**config.mk**
```make
export PLATFORM = sky130hd
export DESIGN_NAME = gpio_apb_masked
export DESIGN_NICKNAME = d
export VERILOG_FILES = /design/src/rtl/gpio_mask_pkg.sv /design/src/rtl/gpio_apb_decode.sv /design/src/rtl/gpio_in_sync.sv /design/src/rtl/gpio_pin_bank.sv /design/src/rtl/gpio_apb_masked.sv
export SDC_FILE = /design/constraint.sdc
export NUM_CORES = 1
export LEC_CHECK = 0
export ABC_AREA = 1
export BUFFER_PORTS_ARGS = -buffer_cell sky130_fd_sc_hd__buf_2
export CAP_MARGIN = 25
export CORE_MARGIN = 2
export CORE_UTILIZATION = 46
export DETAILED_ROUTE_END_ITERATION = 10
export PLACE_DENSITY_LB_ADDON = 0.25
export REMOVE_ABC_BUFFERS = 1
export SKIP_CTS_REPAIR_TIMING = 1
export SYNTH_ARGS = -nofsm -noshare
export SYNTH_HDL_FRONTEND = slang
export SYNTH_SLANG_ARGS = --single-unit
```
**constraint.sdc**
```tcl
create_clock -name pclk -period 1.3 [get_ports pclk]
set_clock_uncertainty 0.2 [all_clocks]
set_input_delay 0.13 -clock pclk [delete_from_list [all_inputs] [get_ports pclk]]
set_output_delay 0.13 -clock pclk [all_outputs]
set_load 0.1 [all_outputs]
```
**src/rtl/gpio_mask_pkg.sv**
```systemverilog
package gpio_mask_pkg;

  // Register targeted by the current address
  typedef enum logic [1:0] {
    RSEL_NONE = 2'd0,
    RSEL_DATA = 2'd1,
    RSEL_DIR  = 2'd2
  } rsel_e;

  localparam int WORD_LSB = 2;

endpackage

```
**src/rtl/gpio_apb_decode.sv**
```systemverilog
module gpio_apb_decode
  import gpio_mask_pkg::*;
#(
  parameter int NPIN       = 8,
  parameter int ADDR_W     = 12,
  parameter int DIR_OFFSET = 'h400
) (
  input  logic                       psel,
  input  logic                       penable,
  input  logic                       pwrite,
  input  logic [ADDR_W-1:WORD_LSB]   word_addr,
  output rsel_e                      sel,
  output logic [NPIN-1:0]            mask,
  output logic                       wr_stb
);

  localparam int                MASK_HI  = NPIN + WORD_LSB - 1;
  localparam int                WIN_LSB  = NPIN + WORD_LSB;
  localparam logic [ADDR_W-1:0] DIR_ADDR = ADDR_W'(DIR_OFFSET);

  logic in_window;
  logic hit_dir;

  assign mask      = word_addr[MASK_HI:WORD_LSB];
  assign in_window = (word_addr[ADDR_W-1:WIN_LSB] == '0);
  assign hit_dir   = (word_addr == DIR_ADDR[ADDR_W-1:WORD_LSB]);
  assign wr_stb    = psel & penable & pwrite;

  always_comb begin
    if (in_window)    sel = RSEL_DATA;
    else if (hit_dir) sel = RSEL_DIR;
    else              sel = RSEL_NONE;
  end

endmodule

```
**src/rtl/gpio_in_sync.sv**
```systemverilog
module gpio_in_sync #(
  parameter int W      = 8,
  parameter int STAGES = 2
) (
  input  logic         clk,
  input  logic         rst_n,
  input  logic [W-1:0] din,
  output logic [W-1:0] dout
);

  logic [W-1:0] stg [STAGES];

  for (genvar s = 0; s < STAGES; s++) begin : g_stage
    if (s == 0) begin : g_first
      always_ff @(posedge clk or negedge rst_n) begin
        if (!rst_n) stg[s] <= '0;
        else        stg[s] <= din;
      end
    end else begin : g_next
      always_ff @(posedge clk or negedge rst_n) begin
        if (!rst_n) stg[s] <= '0;
        else        stg[s] <= stg[s-1];
      end
    end
  end

  assign dout = stg[STAGES-1];

endmodule

```
**src/rtl/gpio_pin_bank.sv**
```systemverilog
module gpio_pin_bank
  import gpio_mask_pkg::*;
#(
  parameter int NPIN = 8
) (
  input  logic            clk,
  input  logic            rst_n,
  input  rsel_e           sel,
  input  logic [NPIN-1:0] mask,
  input  logic            wr_stb,
  input  logic [NPIN-1:0] wdata,
  input  logic [NPIN-1:0] pin_sync,
  output logic [NPIN-1:0] dir_q,
  output logic [NPIN-1:0] out_q,
  output logic [NPIN-1:0] rdata
);

  logic            dir_wr;
  logic            dat_wr;
  logic [NPIN-1:0] pin_val;

  assign dir_wr = wr_stb && (sel == RSEL_DIR);
  assign dat_wr = wr_stb && (sel == RSEL_DATA);

  for (genvar i = 0; i < NPIN; i++) begin : g_pin
    always_ff @(posedge clk or negedge rst_n) begin
      if (!rst_n) begin
        dir_q[i] <= 1'b0;
        out_q[i] <= 1'b0;
      end else begin
        if (dir_wr)             dir_q[i] <= wdata[i];
        if (dat_wr && mask[i])  out_q[i] <= wdata[i];
      end
    end
    // Output pins read back their register, input pins their pad
    assign pin_val[i] = dir_q[i] ? out_q[i] : pin_sync[i];
  end

  always_comb begin
    unique case (sel)
      RSEL_DATA: rdata = pin_val & mask;
      RSEL_DIR:  rdata = dir_q;
      default:   rdata = '0;
    endcase
  end

endmodule

```
**src/rtl/gpio_apb_masked.sv**
```systemverilog
module gpio_apb_masked
  import gpio_mask_pkg::*;
#(
  parameter int NPIN        = 8,
  parameter int ADDR_W      = 12,
  parameter int DIR_OFFSET  = 'h400,
  parameter int SYNC_STAGES = 2
) (
  input  logic              pclk,
  input  logic              presetn,
  input  logic              psel,
  input  logic              penable,
  input  logic              pwrite,
  input  logic [ADDR_W-1:0] paddr,
  input  logic [NPIN-1:0]   pwdata,
  output logic [NPIN-1:0]   prdata,
  output logic              pready,
  output logic              pslverr,
  input  logic [NPIN-1:0]   pad_in,
  output logic [NPIN-1:0]   pad_out,
  output logic [NPIN-1:0]   pad_oe
);

  rsel_e           sel;
  logic [NPIN-1:0] mask;
  logic            wr_stb;
  logic [NPIN-1:0] pin_sync;
  logic [NPIN-1:0] bank_rdata;
  logic            addr_lo_unused;

  assign addr_lo_unused = ^paddr[WORD_LSB-1:0];

  gpio_apb_decode #(
    .NPIN       (NPIN),
    .ADDR_W     (ADDR_W),
    .DIR_OFFSET (DIR_OFFSET)
  ) u_decode (
    .psel      (psel),
    .penable   (penable),
    .pwrite    (pwrite),
    .word_addr (paddr[ADDR_W-1:WORD_LSB]),
    .sel       (sel),
    .mask      (mask),
    .wr_stb    (wr_stb)
  );

  gpio_in_sync #(
    .W      (NPIN),
    .STAGES (SYNC_STAGES)
  ) u_sync (
    .clk   (pclk),
    .rst_n (presetn),
    .din   (pad_in),
    .dout  (pin_sync)
  );

  gpio_pin_bank #(
    .NPIN (NPIN)
  ) u_bank (
    .clk      (pclk),
    .rst_n    (presetn),
    .sel      (sel),
    .mask     (mask),
    .wr_stb   (wr_stb),
    .wdata    (pwdata),
    .pin_sync (pin_sync),
    .dir_q    (pad_oe),
    .out_q    (pad_out),
    .rdata    (bank_rdata)
  );

  assign prdata  = psel ? bank_rdata : '0;
  assign pready  = 1'b1;
  assign pslverr = 1'b0;

endmodule

```
==> results of run 1 <==
[cells by family after synthesis]
| logic type | Yosys count |
|---|---|
| buffers and inverters | 14 |
| other | 2 |
| AND/OR/NAND/NOR | 94 |
| AO/OA/AOI/OAI | 16 |
| flip-flops | 32 |
[synth_stat cells]
cell type  number
buf_4           2
nand2_1        50
o21ai_0         8
nor2_1          5
inv_2           1
nor2_2          1
buf_2           1
inv_1           9
nand3_2         1
a21oi_1         8
nand3_1        33
nor2_4          2
nand2_2         1
nor3_2          1
dfrtp_1        32
conb_1          2
clkinv_1        1
[metrics by stage]
stage	std cells	setup TNS [ns]	hold WS [ns]	worst slack [ns]	util (%)
global placement	284	-2.24	-0.0339	-0.291	84.0
CTS	291	-6.33	-0.408	-0.646	85.6
floorplan	155	-15.14	-0.366	-1.74	-
detailed placement	284	-3.25	-0.0332	-0.398	84.0
==> flow_summary_export.csv, run 1 <==
group,metric,value,unit
clocking,cts_made_buffers,5,
place,port_buffers,54,
yosys,muxShareOfSynthArea,0,%
status,outcome,"stopped before the end",
place,dp_hpwl,3420,um
floorplanning,fp-row-count,19,
status,toolErrorMsg,"[ERROR DPL-0033] detailed placement checks failed during check placement.",
clocking,cts_max_level,2,
place,dpl_cell_area,0.00236,mm2
yosys,synth_fa_ha_area_share,0,%
floorplanning,die_h,58.7,um
clocking,cts.sinks,32,
place,gp_congestion,0.833,
yosys,yosys_warnings,0,
clocking,cts_max_path_buffers,2,
global_route,antenna_found_initial,0,
yosys,synthCells,158,
yosys,yosysTopAreaCellShare,58.2,%
global_route,grt_start_max_net_pins,33,
status,failing_step,"5_1_grt",
yosys,synth_seq_cells,32,
yosys,synth_cell_types,17,
yosys,ys_top_cells_by_area,"dfrtp_1 (58%), nand2_1 (14%), nand3_1 (12%)",
yosys,syn_avg_cell_area,8.71,um2
sta,worst-endpoint-pin-kind,"top-level output",
floorplanning,start_util,49.1,%
clocking,clock-root-buffer,"clkbuf_4",
yosys,synth.largest_area_cell,"dfrtp_1",
yosys,yosys.area_share.simple,31.0,%
floorplanning,die_x,58.7,um
floorplanning,io_pins,59,
yosys,syn_area,0.00138,mm2
yosys,synth_top_family_by_area,"simple AND/OR/NAND/NOR gates",
yosys,synth-xor-area-share,0,%
yosys,synth_compound_area_share,5.82,%
sta,grt-worst-endpoint,"prdata[3]",
yosys,ys_seq_area_share,58.2,%
==> inputs of run 2 (changes only) <==
- CORE_AREA: unset -> 2 2 63 65
- CORE_MARGIN: 2 -> unset
- CORE_UTILIZATION: 46 -> unset
- DIE_AREA: unset -> 0 0 65 67
- PLACE_DENSITY_LB_ADDON: 0.25 -> 0.15
==> flow_summary_export.csv, run 2 <==
group,metric,value,unit
status,outcome,"complete, but fails checks",
status,violations,"negative setup slack",
place,dp_hpwl,3110,um
yosys,yosys.area_share.simple,31.0,%
yosys,async_reset_ff_share,100,%
routing,drcViolationCount,0,
sta,setup_violations,18,
power_and_ir_drop,power_density,1060,mW/mm2
place,gp_congestion,0.826,
power_and_ir_drop,power.internal,1.92,mW
yosys,synth_top_flop_cell,"dfrtp_1",
sta,fin_ws,-0.447,ns
worst_setup_path,r2r_cells,4,
worst_setup_path,worstReg2RegEnd,"u_bank.dir_q[0]",
yosys,syn_avg_cell_area,8.71,um2
global_route,grt.total_usage,20.4,%
yosys,synth.largest_area_cell,"dfrtp_1",
finish,final_common_cell,"nand2_1",
yosys,synthCells,158,
yosys,synth_cell_types,17,
yosys,synth_compound_area_share,5.82,%
sta,timing.final.crit_share,134,%
worst_setup_path,critPathCaptureType,"primary output",
min_path,hold_depth,4,
job,cap_violations,0,
worst_setup_path,reg2reg_slack,0.20,ns
finish,seq_area,801,um2
power_and_ir_drop,ir_drop,0.695,mV
finish,final_nets,312,
power_and_ir_drop,combPwrFrac,35.7,%
yosys,synth_top_cells_by_count,"nand2_1 (50), nand3_1 (33), dfrtp_1 (32)",
worst_setup_path,required,0.97,ns
floorplanning,design.die.area,0.00436,mm2
routing,vias_per_cell,4.84,
global_route,grt_overflow,0,
sta,rsz0062_at_grt,"yes",
global_route,grt_first_pass_wirelength,6570,um
yosys,yosysTopAreaCellShare,58.2,%
worst_setup_path,crit_arrival,1.42,ns
global_route,antenna_found_initial,0,
worst_setup_path,regToRegStartpoint,"u_bank.dir_q[0]",
global_route,grt_pass1_vias,1481,
routing,drtAntennaViolNets,0,
power_and_ir_drop,swShare,34.3,%
clocking,cts_made_buffers,5,
routing,drt-total-wl,4560,um
min_path,min_from,"paddr[2]",
finish,syn2layout_area_growth,101,%
floorplanning,die_h,67,um
clocking,insertion_delay,0.28,ns
finish,diodes,0,
sta,report.final.slew_viol_count,0,
sta,hold_viol,0,
sta,fmax,572,MHz
yosys,ys_top_cells_by_area,"dfrtp_1 (58%), nand2_1 (14%), nand3_1 (12%)",
yosys,yosysMostFrequentCell,"nand2_1",
yosys,yosys_warnings,0,
finish,final_util,76.6,%
power_and_ir_drop,sequentialPowerShare,38.0,%
power_and_ir_drop,clkPwrFrac,26.3,%
yosys,synth_fa_ha_area_share,0,%
yosys,synth_seq_cells,32,
clocking,cts_max_path_buffers,2,
floorplanning,start_util,38.2,%
routing,vias,1586,
worst_setup_path,criticalPathCategory,"flop to primary output",
min_path,hold_end,"u_bank.out_q[0]",
place,port_buffers,54,
routing,avgRoutedWirePerCell,13.9,um
yosys,muxShareOfSynthArea,0,%
power_and_ir_drop,p_switching,1.00,mW
floorplanning,fp-row-count,22,
finish,nFillCells,242,
floorplanning,core_area,0.00361,mm2
finish,layout_common_cells,"nand2_1 (50), nand3_1 (32), dfrtp_1 (32)",
clocking,cts_tree,"yes",
yosys,synth-xor-area-share,0,%
min_path,hold_class,"input port to flop",
floorplanning,io_pins,59,
routing,detail_route.first_pass.iterations,4,
routing,drt_iter0_markers,81,
floorplanning,die_x,65,um
worst_setup_path,critPathMaxFanout,4,
yosys,synth_top_family_by_area,"simple AND/OR/NAND/NOR gates",
finish,multiInputGateArea,553,um2
clocking,cts_max_level,2,
worst_setup_path,critPathLaunchType,"flop",
sta,period_minus_slack,1.75,ns
yosys,syn_area,0.00138,mm2
power_and_ir_drop,p_leak,1.34,nW
yosys,synth_edf_count,0,
clocking,cts.sinks,32,
yosys,ys_seq_area_share,58.2,%
clocking,clock-root-buffer,"clkbuf_8",
finish,drive_gt1_share,43.9,%
clocking,path_clk_slew,0.06,ns
global_route,grt_start_max_net_pins,18,
power_and_ir_drop,total_power,2.93,mW
run 2: how the worst max path moves through the flow:
stage                     slack, ns  depth (start not counted)   endpoint             from
after floorplan               -1.74                          4  prdata[0]  u_bank.dir_q[0]
after global placement        -0.32                          8  prdata[1]         paddr[5]
after detailed placement      -0.36                          8  prdata[3]         paddr[5]
after CTS                     -0.53                          4  prdata[3]  u_bank.dir_q[3]
after global routing          -0.52                          5  prdata[4]  u_bank.dir_q[4]
final                         -0.45                          4  prdata[4]  u_bank.dir_q[4]
run 2: routing by layer:
| layer | routed length (um) | up-vias | part of all wire (%) | GRT usage (%) |
|---|---|---|---|---|
| met5 | 0 | - | 0 | 0 |
| met2 | 2390 | 65 | 52 | 35.8 |
| met4 | 72 | 0 | 1.6 | 7.18 |
| li1 | - | 753 | - | - |
| met1 | 1810 | 758 | 40 | 24.2 |
| met3 | 286 | 10 | 6.3 | 4.90 |
run 2: final cells by class:
cell class | instances | share of cell area, %
well taps | 48 | 2.17
multi-input cells | 112 | 20.0
inverters | 11 | 1.49
clock buffers | 8 | 3.26
repair buffers | 117 | 44.1
flip-flops and latches | 32 | 29.0
run 2: logic make-up after synthesis:
logic type             count (synthesis)
AND/OR/NAND/NOR                       94
AO/OA/AOI/OAI                         16
flip-flops                            32
buffers and inverters                 14
other                                  2
run 2: per-stage QoR:
step	setup WS, ns	hold slack (ns)	instances	setup TNS (ns)	area, um2
2_1_floorplan	-1.74	-0.366	155	-15.14	1360
3_3_place_gp	-0.316	-0.115	301	-2.45	2390
3_5_place_dp	-0.359	-0.110	301	-2.90	2390
4_1_cts	-0.525	-0.407	309	-4.07	2480
5_1_grt	-0.522	0.0145	328	-4.41	2760
6_report	-0.447	0.0153	328	-3.48	2760
run 2: power groups by stage:
stage	clock, mW	combinational, mW	sequential [mW]
after floorplan	0	0.129	1.47
after global placement	0	0.954	1.11
after detailed placement	0	0.963	1.12
after CTS	0.788	0.965	1.10
after global routing	0.849	1.09	1.12
final	0.769	1.04	1.11
run 2: worst max-delay path: stages, from the launching register on:
cell and delay (ns):
dfrtp_1 0.42, o21ai_1 0.18, nand3_1 0.13, a21oi_2 0.21, buf_12 0.20
Note: power is estimated with default switching activity, not from simulation.
